===== src/rtl/addr_filter.sv =====
module addr_filter #(
  parameter int NUM_ENTRIES = 16
) (
  input  logic       clk,
  input  logic       rst_n,
  input  logic       setup_valid,
  input  logic [7:0] setup_byte,
  input  logic       setup_last,
  input  logic       rx_start,
  input  logic       rx_valid,
  input  logic [7:0] rx_byte,
  input  logic       promisc,
  input  logic       rx_all,
  input  logic       pass_mcast,
  input  logic       inverse,
  output logic       dec_valid,
  output logic       accept,
  output logic       fail_flag,
  output logic       mcast_flag
);
  localparam int SLOT_BYTES = 12;
  localparam int ADDR_BYTES = 6;
  localparam int SETUP_LEN  = NUM_ENTRIES * SLOT_BYTES;
  localparam int CW = $clog2(SETUP_LEN + 1);
  localparam int SW = (NUM_ENTRIES > 1) ? $clog2(NUM_ENTRIES) : 1;
  localparam logic [CW-1:0] LAST_CNT = CW'(SETUP_LEN - 1);
  localparam logic [CW-1:0] FULL_CNT = CW'(SETUP_LEN);
  localparam logic [3:0]    LAST_OFF = 4'(SLOT_BYTES - 1);
  localparam logic [2:0]    LAST_IDX = 3'(ADDR_BYTES - 1);

  logic [47:0]   tbl    [NUM_ENTRIES];
  logic [47:0]   shadow [NUM_ENTRIES];
  logic [CW-1:0] cnt;
  logic [SW-1:0] slot;
  logic [3:0]    off;
  logic [2:0]    keep_k;

  assign keep_k = {off[3:2], off[0]};

  always_ff @(posedge clk) begin
    if (!rst_n) begin
      cnt  <= '0;
      slot <= '0;
      off  <= '0;
      for (int e = 0; e < NUM_ENTRIES; e++) tbl[e] <= '0;
    end else if (setup_valid) begin
      if (setup_last) begin
        if (cnt == LAST_CNT)
          for (int e = 0; e < NUM_ENTRIES; e++) tbl[e] <= shadow[e];
        cnt  <= '0;
        slot <= '0;
        off  <= '0;
      end else begin
        if (cnt != FULL_CNT) cnt <= cnt + 1'b1;
        if (off == LAST_OFF) begin
          off  <= '0;
          slot <= slot + 1'b1;
        end else begin
          off <= off + 1'b1;
        end
      end
    end
  end

  always_ff @(posedge clk)
    if (setup_valid && !off[1])
      shadow[slot][{keep_k, 3'b000} +: 8] <= setup_byte;

  logic [2:0]             byte_idx;
  logic [NUM_ENTRIES-1:0] hit, eq, hit_n;
  logic                   bc, mc, take, last, bc_n, pm, mcp;

  for (genvar e = 0; e < NUM_ENTRIES; e++) begin : g_cmp
    assign eq[e] = tbl[e][{byte_idx, 3'b000} +: 8] == rx_byte;
  end

  assign take  = rx_valid && !rx_start && (byte_idx != 3'(ADDR_BYTES));
  assign last  = take && (byte_idx == LAST_IDX);
  assign hit_n = hit & eq;
  assign bc_n  = bc && (rx_byte == 8'hFF);
  assign pm    = promisc | rx_all;
  assign mcp   = pass_mcast & mc;

  always_ff @(posedge clk) begin
    if (!rst_n || rx_start) begin
      byte_idx <= '0;
      hit      <= '1;
      bc       <= 1'b1;
      mc       <= 1'b0;
    end else if (take) begin
      byte_idx <= byte_idx + 1'b1;
      hit      <= hit_n;
      bc       <= bc_n;
      if (byte_idx == 3'd0) mc <= rx_byte[0];
    end
  end

  always_ff @(posedge clk) begin
    if (!rst_n) begin
      dec_valid  <= 1'b0;
      accept     <= 1'b0;
      fail_flag  <= 1'b0;
      mcast_flag <= 1'b0;
    end else begin
      dec_valid  <= last;
      accept     <= last && (bc_n || pm || mcp || ((|hit_n) ^ inverse));
      fail_flag  <= last && !bc_n && pm;
      mcast_flag <= last && !bc_n && !pm && mcp;
    end
  end
endmodule



===== config.mk =====
export PLATFORM = sky130hd
export DESIGN_NAME = addr_filter
export DESIGN_NICKNAME = d
export VERILOG_FILES = /design/src/rtl/addr_filter.sv
export SDC_FILE = /design/constraint.sdc
export NUM_CORES = 2
export LEC_CHECK = 0
export BUFFER_PORTS_ARGS = -buffer_cell sky130_fd_sc_hd__buf_2
export CORE_UTILIZATION = 45
export DETAILED_ROUTE_END_ITERATION = 10
export PLACE_DENSITY_LB_ADDON = 0.3
export SLEW_MARGIN = 20
export SYNTH_ARGS = -nofsm -noshare
export SYNTH_HDL_FRONTEND = slang
export SYNTH_SLANG_ARGS = --single-unit
export TNS_END_PERCENT = 5

===== constraint.sdc =====
create_clock -name clk -period 35.5 [get_ports clk]
set_input_delay 7.1 -clock clk [delete_from_list [all_inputs] [get_ports clk]]
set_output_delay 7.1 -clock clk [all_outputs]
set_load 0.03 [all_outputs]

==> out/results.txt <==
status - finished, final reports clean
Slew HR - 15.5%
leading area contributor after synthesis - edfxtp_1
Area Overhead vs Synth - 10.8%
Core ar. - 137000 um^2
Synth async-reset ratio - 0%
total CTS buffers - 151
I/O pin count - 30
DP Wirelength - 92.8 mm
Die X - 374 um
Syn Nets - 3767
area of the multi-input gates - 14000 um^2
clk slew on worst S/H paths - 0.06 ns
drt total wl - 176 mm
fin crit period - 10.29 ns
Vias per Instance - 6.03
Final Max Slew Viols - 0
synthesis-stage register bit count - 1577
DRC - 0
Top FF cell, synth - edfxtp_1
Hold Path Sink - hit[3]
largest net degree at the start of global routing - 298
share of the synthesized area in the top cell type - 74.2%
GRT busiest layer - met2
Post-Syn Area - 62200 um^2
routability cong. - 0.822
grt ovf - 0
Static Leakage - 24.3 nW
hold_sp - hit[3]
CTS Sinks - 1577
DRT Pass-1 Iters - 6
R2R cell count - 8
Placement Setup Slack - 24.16 ns
Worst Max-Slew Pin Slew - 1.27 ns
count leader, synth - edfxtp_1
Post-DP Area - 63800 um^2
M1 GR Usage - 35.4%
internal power - 3.08 mW
GRT met3 Usage - 5.50%
fin nets - 3740
R2R setup slack - 30.94 ns
clock latency on the worst-skew pair - 0.79 ns
CTS Buffer Depth - 3
Hold Path Stages - 2
Starting Density - 45.3%
ratio of cells with drive above 1 in the final layout - 13.4%
ranking of synthesized cells by area - edfxtp_1, and3_1, and2_1
switching part of the total - 21.1%
num rows - 136
Worst Path Arrival - 10.71 ns
sequential area share after synthesis - 75.5%
register share of total power - 53.6%
Logic pwr share - 4.3%
vias - 33.9k
CTS resizes - 0
setup repair bufs after CTS - 0
endpoints failing setup - 0
FF+latch area - 47000 um^2
Fin Setup TNS - 0 ns
critical path peak fanout - 87
Iter 0 DRT Violations - 5019
gr usage total - 24.9%
CTS tree - done
post-route ant nets - 0
FF-to-FF End - shadow[6][33]
# Max-Cap Violations - 0
crit end category - flip-flop
hold buffer count at CTS - 0
fill cell count - 11.1k
dpl cells - 5339
Yosys cell types - 65
Layout Skew - 0.0294 ns
critical path class - in2reg
Critical Path RT - 35.91 ns
unrepaired setup endpoints after global routing - no
fin crit share - 29.0%
number of flops mapped to enable cells by yosys - 1536
PortBufs - 29
die area - 140000 um^2
worst hold path class - reg2reg
die height - 374 um
PnR worst setup slack - 25.21 ns
Root Buffer Master - clkbuf_16
GRT met2 Usage - 37.7%
syn avg cell area - 16.7 um^2
Net Switching - 0.821 mW
worst r2r src - off[0]
pwr dens - 56.6 nW/um^2
Power Total - 3.90 mW
Cells after Synth - 3725
fmax - 97.1 MHz
non-filler cells in the finished layout - 5623
post-layout instance area - 68900 um^2
Yosys Warn Count - 0
final hold vios - 0
part of the power in the clock network - 42.1%
Post-synth top cells - edfxtp_1, and3_1, and2_1
DR WL/cell - 31.3 um
CTS H-tree lvls - 4
initial antenna violation count - 29
first-pass GRT wire length - 242 mm
peak supply drop - 0.0477 mV
number of global-route vias before repair - 31.6k
Startpoint Class - primary input
-- sequential cells by signal (all words and copies together) (netlist names) --
name,count
bc,1
fail_flag,1
shadow,768
mcast_flag,1
hit,16
cnt,8
slot,4
accept,1
mc,1
dec_valid,1
off,4
byte_idx,3
tbl,768
-- logic make-up (layout without fill, tap and decap cells) --
logic type	after synthesis	after routing	synth area share, %
AO/OA/AOI/OAI	241	241	2.59
adder cells (fa/ha/maj)	16	16	0.322
XOR/XNOR	136	136	1.92
other	0	3	0
flip-flops	1577	1577	75.5
AND/OR/NAND/NOR	1195	1195	11.1
multiplexers	292	292	6.46
buffers and inverters	268	369	2.13
-- area by class of cell --
| cell class | count | share of cell area, % |
|---|---|---|
| clock buffer | 213 | 6.23 |
| inverter | 11 | 0.0636 |
| timing repair buffer | 77 | 0.863 |
| multi-input combinational | 1880 | 20.3 |
| antenna | 3 | 0.0109 |
| tap | 1794 | 3.26 |
| clock inverter | 68 | 1.06 |
| sequential | 1577 | 68.2 |
-- how the worst max path moves through the flow --
stage / startpoint / end / cells past startpoint
2_1_floorplan: setup_last / tbl[0][0] / 5
3_3_place_gp: setup_valid / tbl[1][290] / 6
3_5_place_dp: setup_valid / tbl[1][298] / 6
4_1_cts: setup_valid / tbl[1][298] / 6
5_1_grt: setup_valid / tbl[0][249] / 6
6_report: setup_valid / tbl[1][298] / 6
-- power groups by stage --
stage	Sequential, mW	Combinational [mW]	Clock [mW]
finish	2.09	0.167	1.64
global route	2.09	0.174	1.72
CTS	2.09	0.164	1.65
global placement	2.13	0.162	0
detailed placement	2.13	0.164	0
floorplan	2.16	0.104	0
-- critical path: stages --
cell      delay (ns)
buf_2           0.24
nand2_1         0.13
nor4b_2         0.46
nand2b_4        0.89
buf_4           0.94
buf_6           0.68
-- cells in the final DEF, fill, tap and decap left out, types with 7 or more instances in the layout --
cell       netlist  layout
edfxtp_1      1536    1536
and3_1         492     492
and2_1         336     293
nor2_1         173     168
clkbuf_16        0     157
mux2i_1        134     134
xnor2_1         90      90
a21oi_1         87      87
mux2_2          76      76
mux4_2          73      73
nand2_1         67      62
xor2_1          46      46
and2_2           0      43
clkbuf_1       170      41
buf_4           25      41
dfxtp_1         41      38
o21ai_0         31      31
buf_2           25      28
clkinv_1         0      22
nor3_1          21      21
nand3_1         21      21
o22ai_1         19      19
a221oi_1        19      19
nand4_1         18      18
o2bb2ai_1       16      16
ha_1            16      16
clkinv_2         0      16
clkbuf_8         0      15
a22oi_1         14      14
bufinv_16        0      14
inv_1           11      10
nand2b_1        13      10
or4_1            8       8
inv_6            0       8
nor2b_1          9       7
or3_1            7       7
nor4_1           8       7
-- per-stage QoR --
stage	util (%)	hold slack, ns
floorplan	-	0.421
global placement	46.5	0.430
detailed placement	46.5	0.437
CTS	50.2	0.451
global route	50.2	0.496
finish	50.2	0.457
-- metal layers --
metal | vias up | share of wire (%)
met5 | - | 0.0074
met4 | 2 | 3.4
met3 | 339 | 11
met2 | 1998 | 45
met1 | 17385 | 40
li1 | 14160 | -
Note: power is estimated with default switching activity, not from simulation.
